===== src/rtl/conv_trig_pkg.sv =====
package conv_trig_pkg;

  typedef enum logic [1:0] {
    MD_PIN_SCAN   = 2'b00,
    MD_PIN_SINGLE = 2'b01,
    MD_CMD_SCAN   = 2'b10,
    MD_EXT_SINGLE = 2'b11
  } trig_mode_e;

  typedef enum logic [1:0] {
    S_IDLE,
    S_LAUNCH,
    S_WAIT,
    S_OUT
  } seq_state_e;

  // scanning modes walk 0..last; single modes convert only last
  function automatic logic mode_scans(trig_mode_e m);
    return (m == MD_PIN_SCAN) || (m == MD_CMD_SCAN);
  endfunction

  // modes in which the start pin (not the command) triggers
  function automatic logic mode_uses_pin(trig_mode_e m);
    return (m == MD_PIN_SCAN) || (m == MD_PIN_SINGLE);
  endfunction

endpackage


===== src/rtl/ctl_trig_detect.sv =====
module ctl_trig_detect
  import conv_trig_pkg::*;
(
  input  logic       clk,
  input  logic       rst_n,
  input  trig_mode_e mode,
  input  logic       cnv_start_n,
  input  logic       cs_n,
  input  logic       conv_cmd,
  output logic       trig,
  output logic       start_fall,
  output logic       cs_fall
);

  logic start_q;
  logic cs_q;

  always_ff @(posedge clk) begin
    if (!rst_n) begin
      start_q <= 1'b1;
      cs_q    <= 1'b1;
    end else begin
      start_q <= cnv_start_n;
      cs_q    <= cs_n;
    end
  end

  assign start_fall = start_q & ~cnv_start_n;
  assign cs_fall    = cs_q & ~cs_n;

  always_comb begin
    if (mode_uses_pin(mode)) trig = start_fall;
    else                     trig = conv_cmd;
  end

endmodule


===== src/rtl/ctl_avg_accum.sv =====
module ctl_avg_accum #(
  parameter int DATA_W      = 12,
  parameter int MAX_AVG_LOG = 5,
  localparam int ACC_W      = DATA_W + MAX_AVG_LOG,
  localparam int SH_W       = $clog2(MAX_AVG_LOG + 1)
) (
  input  logic              clk,
  input  logic              rst_n,
  input  logic              clr,
  input  logic              add,
  input  logic [DATA_W-1:0] din,
  input  logic [SH_W-1:0]   shift,
  output logic [DATA_W-1:0] dout
);

  logic [ACC_W-1:0] sum_q;
  logic [ACC_W-1:0] shifted;

  always_ff @(posedge clk) begin
    if (!rst_n)   sum_q <= '0;
    else if (clr) sum_q <= '0;
    else if (add) sum_q <= sum_q + ACC_W'(din);
  end

  assign shifted = sum_q >> shift;
  assign dout    = shifted[DATA_W-1:0];

endmodule


===== src/rtl/ctl_seq_fsm.sv =====
module ctl_seq_fsm
  import conv_trig_pkg::*;
#(
  parameter int CH_W        = 4,
  parameter int MAX_AVG_LOG = 5,
  localparam int SH_W       = $clog2(MAX_AVG_LOG + 1),
  localparam int CNT_W      = MAX_AVG_LOG
) (
  input  logic            clk,
  input  logic            rst_n,
  input  logic            trig,
  input  trig_mode_e      mode,
  input  logic [CH_W-1:0] last_chan,
  input  logic            avg_en,
  input  logic [1:0]      avg_sel,
  input  logic            adc_done,
  input  logic            res_ready,
  output logic            adc_start,
  output logic [CH_W-1:0] adc_chan,
  output logic            res_valid,
  output logic            acc_clr,
  output logic            acc_add,
  output logic [SH_W-1:0] shift,
  output logic            seq_done
);

  seq_state_e      state_q;
  logic [CH_W-1:0] chan_q;
  logic [CH_W-1:0] last_q;
  logic            scan_q;
  logic [SH_W-1:0] shift_q;
  logic [CNT_W-1:0] samp_q;
  logic [CNT_W-1:0] samp_max;
  logic            accept;
  logic            final_chan;
  logic            take;

  assign take       = (state_q == S_IDLE) && trig;
  assign accept     = (state_q == S_OUT) && res_ready;
  assign final_chan = !scan_q || (chan_q == last_q);
  assign samp_max   = CNT_W'((1 << shift_q) - 1);

  always_ff @(posedge clk) begin
    if (!rst_n) begin
      state_q <= S_IDLE;
      chan_q  <= '0;
      last_q  <= '0;
      scan_q  <= 1'b0;
      shift_q <= '0;
      samp_q  <= '0;
    end else begin
      unique case (state_q)
        S_IDLE: begin
          if (trig) begin
            scan_q  <= mode_scans(mode);
            last_q  <= last_chan;
            chan_q  <= mode_scans(mode) ? '0 : last_chan;
            shift_q <= (avg_en && (mode != MD_EXT_SINGLE))
                       ? SH_W'(avg_sel) + SH_W'(2) : '0;
            samp_q  <= '0;
            state_q <= S_LAUNCH;
          end
        end
        S_LAUNCH: state_q <= S_WAIT;
        S_WAIT: begin
          if (adc_done) begin
            if (samp_q == samp_max) begin
              state_q <= S_OUT;
            end else begin
              samp_q  <= samp_q + 1'b1;
              state_q <= S_LAUNCH;
            end
          end
        end
        S_OUT: begin
          if (res_ready) begin
            samp_q <= '0;
            if (final_chan) begin
              state_q <= S_IDLE;
            end else begin
              chan_q  <= chan_q + 1'b1;
              state_q <= S_LAUNCH;
            end
          end
        end
        default: state_q <= S_IDLE;
      endcase
    end
  end

  assign adc_start = (state_q == S_LAUNCH);
  assign adc_chan  = chan_q;
  assign res_valid = (state_q == S_OUT);
  assign acc_clr   = take || accept;
  assign acc_add   = (state_q == S_WAIT) && adc_done;
  assign shift     = shift_q;
  assign seq_done  = accept && final_chan;

endmodule


===== src/rtl/ctl_eoc_gen.sv =====
module ctl_eoc_gen
  import conv_trig_pkg::*;
(
  input  logic       clk,
  input  logic       rst_n,
  input  trig_mode_e mode,
  input  logic       seq_done,
  input  logic       start_fall,
  input  logic       cs_fall,
  output logic       eoc_n
);

  always_ff @(posedge clk) begin
    if (!rst_n)                        eoc_n <= 1'b1;
    else if (mode == MD_EXT_SINGLE)    eoc_n <= 1'b1;
    else if (start_fall || cs_fall)    eoc_n <= 1'b1;
    else if (seq_done)                 eoc_n <= 1'b0;
  end

endmodule


===== src/rtl/conv_trigger_ctrl.sv =====
module conv_trigger_ctrl
  import conv_trig_pkg::*;
#(
  parameter int NUM_CH      = 16,
  parameter int DATA_W      = 12,
  parameter int MAX_AVG_LOG = 5,
  localparam int CH_W       = $clog2(NUM_CH),
  localparam int SH_W       = $clog2(MAX_AVG_LOG + 1)
) (
  input  logic              clk,
  input  logic              rst_n,
  input  logic [1:0]        mode_sel,
  input  logic              cnv_start_n,
  input  logic              conv_cmd,
  input  logic              cs_n,
  input  logic [CH_W-1:0]   last_chan,
  input  logic              avg_en,
  input  logic [1:0]        avg_sel,
  input  logic              adc_done,
  input  logic [DATA_W-1:0] adc_data,
  output logic              adc_start,
  output logic [CH_W-1:0]   adc_chan,
  output logic              res_valid,
  input  logic              res_ready,
  output logic [DATA_W-1:0] res_data,
  output logic [CH_W-1:0]   res_chan,
  output logic              eoc_n
);

  trig_mode_e      mode;
  logic            trig;
  logic            start_fall;
  logic            cs_fall;
  logic            acc_clr;
  logic            acc_add;
  logic [SH_W-1:0] shift;
  logic            seq_done;

  assign mode = trig_mode_e'(mode_sel);

  ctl_trig_detect u_trig (
    .clk        (clk),
    .rst_n      (rst_n),
    .mode       (mode),
    .cnv_start_n(cnv_start_n),
    .cs_n       (cs_n),
    .conv_cmd   (conv_cmd),
    .trig       (trig),
    .start_fall (start_fall),
    .cs_fall    (cs_fall)
  );

  ctl_seq_fsm #(
    .CH_W       (CH_W),
    .MAX_AVG_LOG(MAX_AVG_LOG)
  ) u_seq (
    .clk      (clk),
    .rst_n    (rst_n),
    .trig     (trig),
    .mode     (mode),
    .last_chan(last_chan),
    .avg_en   (avg_en),
    .avg_sel  (avg_sel),
    .adc_done (adc_done),
    .res_ready(res_ready),
    .adc_start(adc_start),
    .adc_chan (adc_chan),
    .res_valid(res_valid),
    .acc_clr  (acc_clr),
    .acc_add  (acc_add),
    .shift    (shift),
    .seq_done (seq_done)
  );

  ctl_avg_accum #(
    .DATA_W     (DATA_W),
    .MAX_AVG_LOG(MAX_AVG_LOG)
  ) u_acc (
    .clk  (clk),
    .rst_n(rst_n),
    .clr  (acc_clr),
    .add  (acc_add),
    .din  (adc_data),
    .shift(shift),
    .dout (res_data)
  );

  ctl_eoc_gen u_eoc (
    .clk       (clk),
    .rst_n     (rst_n),
    .mode      (mode),
    .seq_done  (seq_done),
    .start_fall(start_fall),
    .cs_fall   (cs_fall),
    .eoc_n     (eoc_n)
  );

  assign res_chan = adc_chan;

endmodule


===== config.mk =====
export PLATFORM = sky130hd
export DESIGN_NAME = conv_trigger_ctrl
export DESIGN_NICKNAME = d
export VERILOG_FILES = /design/src/rtl/conv_trig_pkg.sv /design/src/rtl/ctl_trig_detect.sv /design/src/rtl/ctl_avg_accum.sv /design/src/rtl/ctl_seq_fsm.sv /design/src/rtl/ctl_eoc_gen.sv /design/src/rtl/conv_trigger_ctrl.sv
export SDC_FILE = /design/constraint.sdc
export NUM_CORES = 1
export LEC_CHECK = 0
export BUFFER_PORTS_ARGS = -buffer_cell sky130_fd_sc_hd__buf_2
export CORE_MARGIN = 2
export CORE_UTILIZATION = 35
export CTS_CLUSTER_DIAMETER = 100
export CTS_CLUSTER_SIZE = 28
export DETAILED_ROUTE_END_ITERATION = 12
export SYNTH_ARGS = -nofsm -noshare
export SYNTH_HDL_FRONTEND = slang
export SYNTH_SLANG_ARGS = --single-unit

===== constraint.sdc =====
create_clock -name clk -period 9.35 [get_ports clk]
set_input_delay 0.935 -clock clk [delete_from_list [all_inputs] [get_ports clk]]
set_output_delay 0.935 -clock clk [all_outputs]
set_load 0.1 [all_outputs]

# == Word level (Yosys, flattened, before mapping) ==
# Index checks and enable logic that the tools add are counted.
# op_classes
mux,18
add_sub_neg,5
n_reduce_logical,21
n_eq_ne,14
n_bitwise,5
shifts,2
# ops
cell,n
$mux 5,4
$add 17x12->17,1
$shr 17x3->12,1
$mux 4,4
$pmux 5 s3,1
$eq 2x2->1 const B,4
$mux 2,4
$ne 2x2->1 const B,4
$pmux 2 s4,1
$pmux 4 s2,1
$add 5x1->5 const B,1
$eq 5x5->1,1
$logic_and 1x1->1,5
$logic_or 1x1->1,5
$reduce_and 5->1,1
$shl 1x3->5 const A,1
$sub 5x2->5 const B,1
$add 4x1->4 const B,1
$eq 2x1->1 const B,2
$eq 4x4->1,1
$logic_not 2->1,2
$ne 2x1->1 const B,2
$reduce_and 4->1,1
$add 2x2->3 const B,1
11 further kinds,15
# totals
in_bits,28
word_cells,75
ff_bits,39
out_inout_bits,23

# == Logic depth before layout (Yosys ltp) ==
# depth
ltp_word,6
ltp_mapped,11
mapped_depth_nobuf,9

# == Modules after synthesis ==
# Synthesis repeated with hierarchy kept, for this count alone.
# unflattened
hier_cells,417
hier_area_um2,3266.9
# by_module_without_submodules
mod,n_inst,cells_each,area_each_um2,seq_area_each_um2
ctl_avg_accum,1,241,1811.7,340.3
ctl_seq_fsm,1,160,1301.2,380.4
ctl_trig_detect,1,7,83.8,40.0
ctl_eoc_gen,1,5,40.0,20.0
conv_trigger_ctrl,1,4,30.0,0.0

# == Worst setup path after synthesis ==
# No wires, ideal clock.
# synth_timing
path_kind,reg2out
start,"register u_seq.shift_q[1], in the netlist u_seq.shift[1]"
end,output port res_data[6]
stages_incl_launch_ff,7
n_path_buf,2
arrival_ns,3.550
required_time_ns,8.415
setup_slack_ns,4.865
cell_sequence,dfxtp_1 > buf_1 > buf_1 > mux2i_1 > nand2_1 > o21ai_0 > o21ai_0
# synth_via
elab_chain_cells,1
# synth_lines
element,line,source
from (decl),ctl_seq_fsm.sv:31,logic [SH_W-1:0] shift_q;
from (signal assigned),ctl_seq_fsm.sv:58,shift_q <= (avg_en && (mode != MD_EXT_SINGLE))
$shr 17x3->12,ctl_avg_accum.sv:25,assign shifted = sum_q >> shift;
to (decl),conv_trigger_ctrl.sv:25,"output logic [DATA_W-1:0] res_data,"
# No other way between the ends.

# == Final worst setup path ==
# layout_timing
start,"register u_seq.shift_q[1], in the netlist u_seq.shift[1]"
end,output port res_data[0]
# The elaborated chain is that of the path after synthesis.

==> qor.csv <==
metric,value,unit
outcome,finished clean,
port bufs,50,
vias in the first global route,2420,
commonest cells in the netlist,"nand2_1, dfxtp_1, a21oi_1, nor2_1, o21ai_0",
Pre-antenna DRT Iters,5,
clock-pin slew on the worst setup and hold paths,90,ps
total routed wirelength,7230,microns
Final period util,37.0,%
"EDFF count, synth",0,
DRT iter0 DRCs,153,
fin. max-slew vios,0,
Hold WC Path Type,reg2reg,
crit start category,flop,
crit path time final,3460,ps
core area,8130,sq um
Highest Signal Layer,met4,
worst endpoint required time,8420,ps
clk_lat worst skew,300,ps
GRT Overall Usage,16.0,%
cell taking the most area after synthesis,dfxtp_1,
synth unique cells,57,
post-synthesis sequential area ratio,26.9,%
nets@finish,461,
Worst path max stage delay,920,ps
vias,2779,
"FF+latch count, synth",39,
area grow syn2layout,12.5,%
Synth Flop Type,dfxtp_1,
remaining antenna violation count,0,
"Remaining Overflow, GRT",0,
Post-Route Utilization,40.2,%
"slowest stage cell, crit path",dfxtp_1,
WP data arrival,2520,ps
final setup TNS,0,ps
first-pass GRT wire length,11600,microns
Die Ht,95.1,microns
pin count of the biggest net entering global routing,29,
share of the synthesized area in the top cell type,26.9,%
DRC viols,0,
vias per inst,5.31,
row count,33,
net count after synthesis,427,
Root Buffer,clkbuf_8,
Max Cap Violations,0,
total setup buffers inserted after CTS,0,
met2 wire length,3220,microns
Fillers,872,
worst-margin pin slew,912,ps
dpl hpwl,5610,microns
average wire per standard cell,13.8,microns
Reg area,781,sq um
Finish-stage setup viols,0,
CTS Buf Count,5,
routed length on met3,332,microns
H-tree depth,2,
cell family with most CP delay,flip-flops,
Die W,95.1,microns
initial antenna violation count,0,
peak supply drop,0.0530,mV
Fin. Hold Viols,0,
Area contributors post-synth,"dfxtp_1, nand2_1, ha_1",
Synth Warn #,0,
crit-path max FO,24,
Reg-to-Reg Start,u_seq.shift[0],
pwr dens,148,nW/um^2
Setup crit start,u_seq.shift[1],
HP Start,u_seq.last_q[1],
fraction of layout cells with a size suffix above 1,17.7,%
Multi-input gate area,1990,sq um
wire length on met1,3610,microns
asr flop ratio synth,0,%
Mapped Area,2910,sq um
crit end category,output pin,
skew final,10.1,ps
maximum clock frequency,289,MHz
RSZ-0062 raised after global routing,false,
TritonCTS clock tree,done,
die area,9050,sq um
P_leak,1.36,nW
CP Class,reg2out,
CTS Hold Bufs,0,
critical path cell sequence,mux2_2 -> o21ai_0 -> a21oi_1 -> a31o_2 -> buf_2,
Initial Util,35.7,%
Ports,51,
Mapped Avg Cell Area,7.59,sq um
R2R Setup Slk,6280,ps
worst path buffer plus inverter count,1,
Max transition margin,39.1,%
gpl congestion,0.852,
clk sinks,39,
cell with the most instances after synthesis,nand2_1,
Post-CTS Resized,0,
Synth Instances,383,
CTS max path bufs,2,
n_diodes,0,
where the power goes:
group | total [mW] | internal [mW] | switching, mW
registers | 0.191 | 0.176 | 0.0154
clock network | 0.114 | 0.0519 | 0.0620
logic | 0.180 | 0.0492 | 0.130
path summary, 6_finish.rpt:
check	end	cells after the start
min	u_seq.last_q[1]	2
min reg2reg	u_seq.last_q[1]	2
max reg2reg	u_seq.samp_q[0]	9
max	res_data[0]	5
registers in the layout (all words and copies together), names as in the netlist:
signal          count
u_acc.sum_q        17
u_seq.samp_q        5
u_seq.adc_chan      4
u_seq.last_q        4
u_seq.shift         3
u_seq.state_q       2
u_eoc.eoc_n         1
u_seq.scan_q        1
u_trig.cs_q         1
u_trig.start_q      1
final cells by class:
type | instances | area share [%]
Clock inverter | 3 | 0.613
Inverter | 6 | 0.689
Tap cell | 105 | 4.02
Timing Repair Buffer | 50 | 7.66
Multi-Input combinational cell | 315 | 61.0
Sequential cell | 39 | 23.9
Clock buffer | 5 | 2.11
kinds of logic (layout without fill, tap and decap cells):
logic type	after synthesis	in the layout	synth area share, %
AND/OR/NAND/NOR	157	157	25.9
AO/OA/AOI/OAI	102	102	22.3
buffers and inverters	29	64	4.48
multiplexers	20	20	7.28
adder cells (fa/ha/maj)	16	16	7.15
flip-flops	39	39	26.9
XOR/XNOR	20	20	6.03
worst min-delay path, cell delays in order (launching register included):
cell and delay [ps]:
dfxtp_1 330, nand2_1 50, a21boi_0 60
per-stage QoR:
step / std cells / setup WS [ps] / hold slack, ps / instance area, sq um / power [mW]
final: 523 / 5890 / 481 / 3270 / 0.485
after global routing: 523 / 5680 / 516 / 3270 / 0.513
after CTS: 523 / 5890 / 485 / 3270 / 0.489
after detailed placement: 515 / 6200 / 473 / 3180 / 0.374
after global placement: 515 / 6250 / 463 / 3180 / 0.372
after floorplan: 383 / 4870 / 453 / 2910 / 0.341
placed cells by master, fill, tap and decap left out, drive strengths merged, types with 11 or more instances in the layout:
master | synthesis | routed
o21ai | 30 | 30
dfxtp | 39 | 39
nand2 | 65 | 65
mux2i | 11 | 11
buf | 9 | 50
a21oi | 29 | 29
nor2 | 29 | 29
nand3 | 16 | 16
ha | 15 | 15
metal layers:
| metal | global-route usage, % | vias to the layer above |
|---|---|---|
| met4 | 3.99 | 0 |
| met3 | 2.92 | 8 |
| li1 | - | 1432 |
| met2 | 25.0 | 59 |
| met5 | 0 | - |
| met1 | 22.8 | 1280 |
No activity file was read; power rests on OpenSTA's default activity.
